[src/rtl/apf_parity.sv]
module apf_parity #(
  parameter int W = 8
) (
  input  logic [W-1:0] vec,
  output logic         par
);
  logic [W:0] acc;
  assign acc[0] = 1'b0;
  for (genvar i = 0; i < W; i++) begin : g_chain
    assign acc[i+1] = acc[i] ^ vec[i];
  end
  assign par = acc[W];
endmodule

[src/rtl/apf_mask.sv]
module apf_mask #(
  parameter int CHK_W   = 8,
  parameter int ROW_POS = 6,
  parameter int COL_POS = 7
) (
  input  logic             row_par,
  input  logic             col_par,
  output logic [CHK_W-1:0] mask
);
  for (genvar i = 0; i < CHK_W; i++) begin : g_bit
    if (i == ROW_POS && i == COL_POS) begin : g_both
      assign mask[i] = row_par ^ col_par;
    end else if (i == ROW_POS) begin : g_row
      assign mask[i] = row_par;
    end else if (i == COL_POS) begin : g_col
      assign mask[i] = col_par;
    end else begin : g_none
      assign mask[i] = 1'b0;
    end
  end
endmodule

[src/rtl/addr_par_fold.sv]
module addr_par_fold #(
  parameter int CHK_W   = 8,
  parameter int ROW_W   = 14,
  parameter int COL_W   = 11,
  parameter int ROW_POS = 6,
  parameter int COL_POS = 7
) (
  input  logic             in_valid,
  output logic             in_ready,
  input  logic             in_dir,
  input  logic [CHK_W-1:0] in_chk,
  input  logic [ROW_W-1:0] in_row,
  input  logic [COL_W-1:0] in_col,
  output logic             out_valid,
  input  logic             out_ready,
  output logic             out_dir,
  output logic [CHK_W-1:0] out_chk
);
  logic             row_par;
  logic             col_par;
  logic [CHK_W-1:0] fold_mask;

  apf_parity #(.W(ROW_W)) u_row_par (.vec(in_row), .par(row_par));
  apf_parity #(.W(COL_W)) u_col_par (.vec(in_col), .par(col_par));

  apf_mask #(.CHK_W(CHK_W), .ROW_POS(ROW_POS), .COL_POS(COL_POS)) u_mask (
    .row_par(row_par),
    .col_par(col_par),
    .mask   (fold_mask)
  );

  // XOR is its own inverse: the same mask folds on write and strips on read.
  assign out_chk   = in_chk ^ fold_mask;
  assign out_dir   = in_dir;
  assign out_valid = in_valid;
  assign in_ready  = out_ready;
endmodule

[config.mk]
export PLATFORM = sky130hd
export DESIGN_NAME = addr_par_fold
export DESIGN_NICKNAME = d
export VERILOG_FILES = /design/src/rtl/apf_parity.sv /design/src/rtl/apf_mask.sv /design/src/rtl/addr_par_fold.sv
export SDC_FILE = /design/constraint.sdc
export NUM_CORES = 1
export LEC_CHECK = 0
export ABC_AREA = 1
export BUFFER_PORTS_ARGS = -buffer_cell sky130_fd_sc_hd__buf_2
export CAP_MARGIN = 20
export CORE_AREA = 2 2 43 45
export DETAILED_ROUTE_END_ITERATION = 10
export DIE_AREA = 0 0 45 47
export PLACE_DENSITY = 0.67
export SLEW_MARGIN = 10
export SYNTH_ARGS = -nofsm -noshare
export SYNTH_HDL_FRONTEND = slang
export SYNTH_SLANG_ARGS = --single-unit
[constraint.sdc]
create_clock -name vclk -period 1.2
set_input_delay 0.18 -clock vclk [all_inputs]
set_output_delay 0.18 -clock vclk [all_outputs]
set_load 0.01 [all_outputs]
==> run summary <==
======================================================================================
Outcome                                                                   finished with violations
Violated checks                                                           negative setup slack
Endpoint, Worst Hold                                                        out_chk[2]
Worst setup path start                                                       in_row[6]
RSZ-0062 raised after global routing                                              true
Worst Tran Pin Value                                                          0.180 ns
Leakage power                                                                 0.429 nW
Min-Delay Path Depth                                                                 0
Antenna cell count                                                                   0
Number of library cell types mapped by synthesis                                    11
FF+latch area                                                                    0 um2
Most used standard cells in the synthesized netlist                       nand2_1, inv_1, buf_4, nand3_1
Library cell with the largest summed area after synthesis                      nand2_1
Count of nets after finishing                                                      150
Synthesized instance count                                                          92
Proportion of power drawn by combinational gates                                100.0%
Die area                                                                      2120 um2
Smallest setup slack after layout                                           -0.0462 ns
DRC violation total after the first TritonRoute iteration                            3
Effective utilization at floorplan                                               27.9%
Die span in x                                                                    45 um
Detail-routed via count per cell                                                  4.32
Count of port buffers added during placement                                        29
Setup Buffers After CTS                                                              0
Cell-by-cell listing of the critical path                                 buf_6 -> nand2_2 -> inv_2 -> nor2_2 -> nand2_2 -> nand2_1 -> nand2_1 -> nand2_1 -> nand2_1 -> nand2_1 -> nand2_1 -> nand2_1 -> buf_2
Crit path max fanout                                                                 3
Average detailed-routed wire length per instance                               7.18 um
Number of placed instances, taps included                                          129
Number of placement rows                                                            15
Final period util                                                                 104%
Cell area reported after detailed placement                                    559 um2
Crit-path max cell delay                                                       0.12 ns
Switching component of the power                                              0.152 mW
Number of global-route vias before repair                                          405
Total routed wire length on the met1 layer                                      319 um
Critical Path Sink Type                                                   primary output
Warnings from Yosys                                                                  0
Number of nets with antenna violations after detailed routing                        0
DR pass1 iterations                                                                  4
Part of the power in the clock network                                              0%
Worst path required time                                                       1.02 ns
Detailed Route WL                                                               926 um
Floorplan core area                                                           1650 um2
Cell Area, Synth                                                               460 um2
Class of the worst hold path                                                 in -> out
First-pass GRT wire length                                                     1200 um
Highest routed metal layer                                                        met3
Sw Ratio                                                                         50.3%
Largest net degree at the start of global routing                                    4
Die height                                                                       47 um
Synth Net Count                                                                    128
Period minus WS final                                                          1.25 ns
Cell types with the largest area share after synthesis                    nand2_1, buf_4, inv_1
Mean post-synth cell area                                                     5.00 um2
Amount of wire on met2 after detailed routing                                   537 um
Cell type with the highest occurrence count on the critical path               nand2_1
Overall track demand over capacity in global routing                             6.98%
Top-Level Pins                                                                      47
Type of the setup path with the least slack                                  in -> out
Final weighted congestion in routability-driven placement                        0.665
Routed via count                                                                   557
Fraction of final layout cells with drive strength greater than 1                42.0%
Count of unresolved DRC violations after routing                                     0
Arrival time reported for the critical path endpoint                           1.07 ns
Max-cap violations                                                                   0
Worst supply voltage drop on vdd                                                192 uV
Layout clock buffers                                                                 0
Internal power component                                                      0.150 mW
Min-delay src                                                                in_chk[2]
DP HPWL                                                                         797 um
Final non-filler cell total                                                        129
Total number of sequential cells                                                     0
Post-route design area                                                         664 um2
Most common cell in the synthesized netlist                                    nand2_1
Synth-to-Final Area Change                                                       44.3%
Relative slew slack                                                              87.9%
Met3 layer wire length in the routed design                                      69 um
Portion of total power attributed to sequential cells                               0%
FMAX                                                                           802 MHz
Leftover overflow at the end of global routing                                       0
Share of the yosys chip area belonging to registers                                 0%
Pwr Total                                                                     0.302 mW
Proportion of netlist area held by the largest area contributor                  31.8%
Startpoint kind of the worst setup timing path                            primary input
Count of endpoints failing hold in the final timing report                           0
Pins over their slew limit                                                           0
Total power density per cell area                                           455 nW/um2
Total of endpoints with negative setup slack in the final report                     2
Initial antenna violation count                                                      0
Library cell contributing the largest single delay on the critical path          buf_2
======================================================================================
-- cell usage in the layout (no fill, tap or decap) --
| cell type | Yosys | routed |
|---|---|---|
| nand3_2 | 0 | 1 |
| nand2_1 | 39 | 34 |
| nand2_4 | 0 | 1 |
| nand3_1 | 7 | 6 |
| buf_6 | 0 | 6 |
| inv_1 | 18 | 12 |
| nand3b_1 | 1 | 1 |
| nor2_2 | 1 | 2 |
| buf_2 | 0 | 21 |
| xnor2_1 | 6 | 5 |
| nor2_4 | 0 | 1 |
| xor2_2 | 0 | 1 |
| inv_2 | 0 | 6 |
| buf_8 | 0 | 2 |
| nor2_1 | 3 | 1 |
| a21o_1 | 1 | 1 |
| nand2_2 | 1 | 5 |
| xor2_1 | 6 | 5 |
| xnor2_2 | 0 | 1 |
-- area by class of cell --
cell class         count  area, um2
fillers              188        987
repair buffers        29        203
well taps             17       21.3
multi-input cells     65        373
inverters             18       67.6
-- worst max path at each step --
| stage | slack [ns] | end | cells past startpoint |
|---|---|---|---|
| 6_report | -0.05 | out_chk[6] | 13 |
| 2_1_floorplan | 0.22 | out_chk[7] | 6 |
| 5_1_grt | -0.15 | out_chk[6] | 13 |
| 3_5_place_dp | -0.06 | out_chk[6] | 13 |
| 3_3_place_gp | -0.02 | out_chk[6] | 13 |
| 4_1_cts | -0.04 | out_chk[6] | 13 |
-- power by group through the flow --
stage	clock, mW	combinational, mW	sequential, mW
floorplan	0	0.200	0
global placement	0	0.253	0
detailed placement	0	0.263	0
CTS	0	0.278	0
global route	0	0.338	0
finish	0	0.302	0
-- what timing repair did --
item	in CTS	in global routing
hold buffers	0	0
pin swaps	12	20
endpoints found under the setup margin	2	2
resized for setup	10	18
-- per-layer routing --
metal / track usage (%) / vias up
li1: - / 301
met1: 5.68 / 238
met2: 17.7 / 18
met3: 0.385 / 0
met4: 0 / 0
met5: 0 / -
-- through the flow --
stage	hold WS, ns	setup TNS, ns	utilization (%)	setup slack, ns
6_report	0.360	-0.0558	40.2	-0.0462
5_1_grt	0.360	-0.231	40.2	-0.148
4_1_cts	0.360	-0.0683	36.3	-0.0433
3_5_place_dp	0.360	-0.108	33.9	-0.0556
3_3_place_gp	0.360	-0.0202	33.9	-0.0159
2_1_floorplan	0.452	0	-	0.215
-- critical path: cells and delay by family --
kind,cells,cell delay [ns]
buffers and inverters,3,0.25
and+or+nand+nor,10,0.64
-- cells by family after synthesis --
family          Yosys count  share of synthesized area [%]
simple gates             52                           46.2
xor+xnor                 12                           22.8
buf+inv                  27                           29.3
compound gates            1                           1.63
Note: power is estimated with default switching activity, not from simulation.
